<file path="src/rtl/sysbus_master.sv">
module sysbus_master (
  input  logic clk,
  input  logic rst_n,
  input  logic cpu_rd,
  input  logic cpu_wr,
  input  logic off_board,
  input  logic slave_mode,
  input  logic prio_in_n,
  input  logic busy_in_n,
  input  logic xack_n,
  output logic qcmd_n,
  output logic breq_n,
  output logic prio_out_n,
  output logic busy_n,
  output logic aden_n,
  output logic rdc_n,
  output logic wrc_n,
  output logic addr_xmit
);

  typedef enum logic [2:0] {
    S_IDLE  = 3'd0,
    S_REQ   = 3'd1,
    S_GRANT = 3'd2,
    S_OWN   = 3'd3,
    S_CMD   = 3'd4,
    S_REL   = 3'd5
  } state_t;

  state_t st;
  logic   wr_late;
  logic   is_wr;
  logic   qcmd;
  logic   go;
  logic   owned;

  always_ff @(negedge clk or negedge rst_n)
    if (!rst_n) wr_late <= 1'b0;
    else        wr_late <= cpu_wr;

  assign qcmd = cpu_rd | (cpu_wr & wr_late);
  assign go   = qcmd & off_board;

  always_ff @(negedge clk or negedge rst_n) begin
    if (!rst_n) begin
      st    <= S_IDLE;
      is_wr <= 1'b0;
    end else begin
      case (st)
        S_IDLE:  if (go) begin
                   st    <= S_REQ;
                   is_wr <= ~cpu_rd;
                 end
        S_REQ:   if (!go)                        st <= S_IDLE;
                 else if (!prio_in_n && busy_in_n) st <= S_GRANT;
        S_GRANT: st <= S_OWN;
        S_OWN:   st <= S_CMD;
        S_CMD:   if (!xack_n) st <= S_REL;
        S_REL:   st <= S_IDLE;
        default: st <= S_IDLE;
      endcase
    end
  end

  assign owned      = (st == S_OWN) || (st == S_CMD) || (st == S_REL);
  assign qcmd_n     = ~qcmd;
  assign breq_n     = (st == S_IDLE);
  assign prio_out_n = (st == S_IDLE) ? prio_in_n : 1'b1;
  assign busy_n     = ~owned;
  assign aden_n     = ~owned;
  assign rdc_n      = ~((st == S_CMD) && !is_wr);
  assign wrc_n      = ~((st == S_CMD) && is_wr);
  assign addr_xmit  = ~slave_mode;

endmodule

</file>
<file path="config.mk">
export PLATFORM = sky130hd
export DESIGN_NAME = sysbus_master
export DESIGN_NICKNAME = d
export VERILOG_FILES = /design/src/rtl/sysbus_master.sv
export SDC_FILE = /design/constraint.sdc
export NUM_CORES = 1
export LEC_CHECK = 0
export ABC_AREA = 1
export CORE_AREA = 2 2 39 41
export CTS_CLUSTER_SIZE = 8
export DETAILED_ROUTE_END_ITERATION = 10
export DIE_AREA = 0 0 41 43
export GPL_TIMING_DRIVEN = 0
export PLACE_DENSITY_LB_ADDON = 0.25
export SLEW_MARGIN = 20
export SYNTH_ARGS = -nofsm -noshare
export SYNTH_HDL_FRONTEND = slang
export SYNTH_SLANG_ARGS = --single-unit
</file>
<file path="constraint.sdc">
create_clock -name clk -period 1.28 [get_ports clk]
set_input_delay 0.128 -clock clk [delete_from_list [all_inputs] [get_ports clk]]
set_output_delay 0.128 -clock clk [all_outputs]
set_load 0.05 [all_outputs]
</file>
==> summary.md <==
| Metric | Value |
|---|---|
| Total global-route track usage | 10.62% |
| Aggregate routed wire length | 723 um |
| Portion of total power attributed to the clock network | 11.7% |
| Average wire per standard cell | 8.216 um |
| Data arrival time of the critical path | 1.83 ns |
| Clk Tree Root Cell | sky130_fd_sc_hd__clkbuf_4 |
| Static leakage power | 0.3371 nW |
| Clock sinks | 5 |
| Area share of the largest cell type after synthesis | 40.32% |
| Post-Place Worst Slack | -1.150 ns |
| Fraction of synthesis flops using an asynchronous set or reset pin | 100.0% |
| Most frequently used flop master after synthesis | sky130_fd_sc_hd__dfrtn_1 |
| Pin count of the biggest net entering global routing | 6 |
| Largest stage delay on the critical path | 0.45 ns |
| Iter 0 DRT Violations | 2 |
| Library cell with the largest summed area after synthesis | sky130_fd_sc_hd__dfrtn_1 |
| Sort of element at the start of the critical path | register |
| Required time worst endpoint | 1.15 ns |
| Wire length of the first global-routing pass | 1.262 mm |
| Max_cap viols | 0 |
| Sw Pwr | 0.7777 mW |
| Setup repair after global routing missed its margin | true |
| Part of the total power dissipated in combinational logic | 70.4% |
| CP endpoint kind | output pin |
| Gpl congestion | 0.6758 |
| Worst Path Buf+Inv | 2 |
| Post-Syn Nets | 53 |
| Largest clock skew in the final design | 0.004108 ns |
| Worst hold path class | register to register |
| Placeable Area | 1384 um^2 |
| Area share of xor/xnor cells in the synthesized design | 0% |
| Cells after synthesis | 44 |
| Die Wd | 41 um |
| Total of warnings raised by yosys | 0 |
| Insertion delay of the later-clocked pin in the worst-skew pair | 0.25 ns |
| Final core utilization | 45.93% |
| Top-level I/O count | 17 |
| Synth Register Bits | 5 |
| Adder-Cell Fraction of Synth Area | 0% |
| Synth Cell Area | 310.3 um^2 |
| Critical path class | register to output pin |
| Post-route setup slack | -0.6788 ns |
| Status | complete, but fails checks |
| Average vias per placed instance | 3.966 |
| GR Overflow Total | 0 |
| Crit path max-delay family | flip-flops |
| NumNets Final | 82 |
| Routed via count | 349 |
| Antenna violations before repair | 0 |
| Number of buffers created by CTS | 3 |
| Most instantiated cells after synthesis | sky130_fd_sc_hd__nand2_1 (15), sky130_fd_sc_hd__inv_1 (6), sky130_fd_sc_hd__dfrtn_1 (5) |
| Via count of the first global-routing pass | 351 |
| Share of the yosys chip area belonging to registers | 40.32% |
| Distinct cell type count after synthesis | 16 |
| Max VDD drop | 1.155 mV |
| Longest Clk Path Bufs | 2 |
| Die area | 1763 um^2 |
| Post-synthesis mux area share | 0% |
| Max-slew violation count | 0 |
| Drc violations | 0 |
| Compound-cell area share of the yosys netlist | 8.871% |
| Post-route antenna net violation count | 0 |
| Count of inserted antenna diode cells | 0 |
| Critical path, cell by cell | nand2_1 > nand2_2 > o21ai_4 > buf_6 > buf_8 |
| Ratio of cells with drive above 1 in the final layout | 54.17% |
| Setup Viol. Count Final | 7 |
| Slowest library cell on the worst path | sky130_fd_sc_hd__dfrtn_1 |
| CTS tree | yes |
| Count of flip-flops with a built-in enable after synthesis | 0 |
| Fraction of the mapped netlist area in simple logic gates | 36.69% |
| Power per cell area | 2452 nW/um^2 |
| Slew @ Worst Pin | 0.4800 ns |
| Mean instance size in the synthesized netlist | 7.052 um^2 |
| Hold Vio Cnt, Final | 0 |
| Failing checks | negative setup slack |
| Area Growth Syn to Fin | 104.8% |
| Die height | 43 um |
| Half-perimeter wire length of the detailed placement result | 519.7 um |
| Library cell with the highest instance count after synthesis | sky130_fd_sc_hd__nand2_1 |
| Top post-synthesis cells by area | sky130_fd_sc_hd__dfrtn_1 (40%), sky130_fd_sc_hd__nand2_1 (18%), sky130_fd_sc_hd__inv_1 (7.3%), sky130_fd_sc_hd__nor2_2 (4.0%), sky130_fd_sc_hd__nand2_4 (3.6%) |
| Worst-path maximum fanout | 3 |
| Initial standard-cell utilization of the core | 22.42% |
| # rows | 14 |
| Total iterations of the first detailed-routing run | 2 |
| Combinational family with the most area after synthesis | simple AND/OR/NAND/NOR gates |
| Port buffer count | 16 |
| Proportion of power drawn by flip-flops and latches | 17.9% |
| Depth of the CTS H-tree | 1 |
| Switching Fraction | 49.90% |
| Internal power component | 0.7808 mW |
| CTS clock-pin slew for the worst setup and hold paths | 0.04 ns |
| Final Power | 1.558 mW |
| Slew HR | 68.13% |
## kinds of logic after synthesis
group,Yosys count
DFF,5
AOI/OAI and AO/OA,5
and+or+nand+nor,24
buffers and inverters,10
## metal layers
layer  up-vias  wire length, um  GRT usage (%)
met4         0                0          2.000
met1       151              283          11.51
met5         -                0              0
li1        185                -              -
met3         0               64          6.283
met2        13              375          17.19
## registers in the layout (all words and copies together), names as in the netlist
| name | count |
|---|---|
| wr_late | 1 |
| st | 3 |
| is_wr | 1 |
## power by group through the flow
| stage | Sequential [mW] | Clock (mW) | Combinational [mW] |
|---|---|---|---|
| 2_1_floorplan | 0.278 | 0 | 0.701 |
| 3_3_place_gp | 0.288 | 0 | 0.920 |
| 3_5_place_dp | 0.287 | 0 | 0.924 |
| 4_1_cts | 0.273 | 0.188 | 1.10 |
| 5_1_grt | 0.284 | 0.197 | 1.18 |
| 6_report | 0.279 | 0.182 | 1.10 |
## area by class of cell
type                       instances  area, um^2
buffer                             1       11.26
clock buffer                       4       26.28
fill                             137       748.2
inverter                           9       38.79
multi-input combinational         29       197.7
sequential                         5       125.1
tap                               16       20.02
timing repair buffer              24       216.5
## timing repair
action / in CTS / in global routing
buffers inserted: 8 / 0
endpoints found under the setup margin: 11 / 8
hold buffers: 0 / 0
gates cloned: 0 / 0
gates resized for setup: 68 / 1
pin swaps: 11 / 1
## cells in the final DEF (no fill, tap or decap), drive strengths merged
cell           count
nor2               5
nor3               1
clkbuf             4
dfrtn              5
o21ai              3
o21bai             1
dlygate4sd2        5
nand3              2
buf               18
a21oi              1
clkdlybuf4s50      2
nand2             16
inv                9
## final timing paths
| kind | startpoint | end | slack [ns] | depth (start not counted) |
|---|---|---|---|---|
| worst max-delay path | st[0] | busy_n | -0.68 | 5 |
| worst min-delay path | st[2] | st[2] | 0.45 | 1 |
| worst max register to register | st[0] | st[1] | 0.04 | 9 |
| worst min register to register | st[2] | st[2] | 0.45 | 1 |
| max in group asynchronous | rst_n | wr_late | 0.44 | 1 |
| min in group asynchronous | rst_n | st[1] | 0.62 | 1 |
## per-stage QoR
stage / std cells / instance area (um^2) / TNS (ns) / hold WS (ns)
floorplan: 44 / 357.8 / -2.994 / 0.3638
detailed placement: 76 / 538.0 / -9.162 / 0.4912
finish: 88 / 635.6 / -4.278 / 0.4464
CTS: 88 / 633.1 / -4.353 / 0.4326
global placement: 76 / 538.0 / -9.107 / 0.4926
global route: 88 / 635.6 / -4.663 / 0.4967
(Power assumes the default switching activity.)
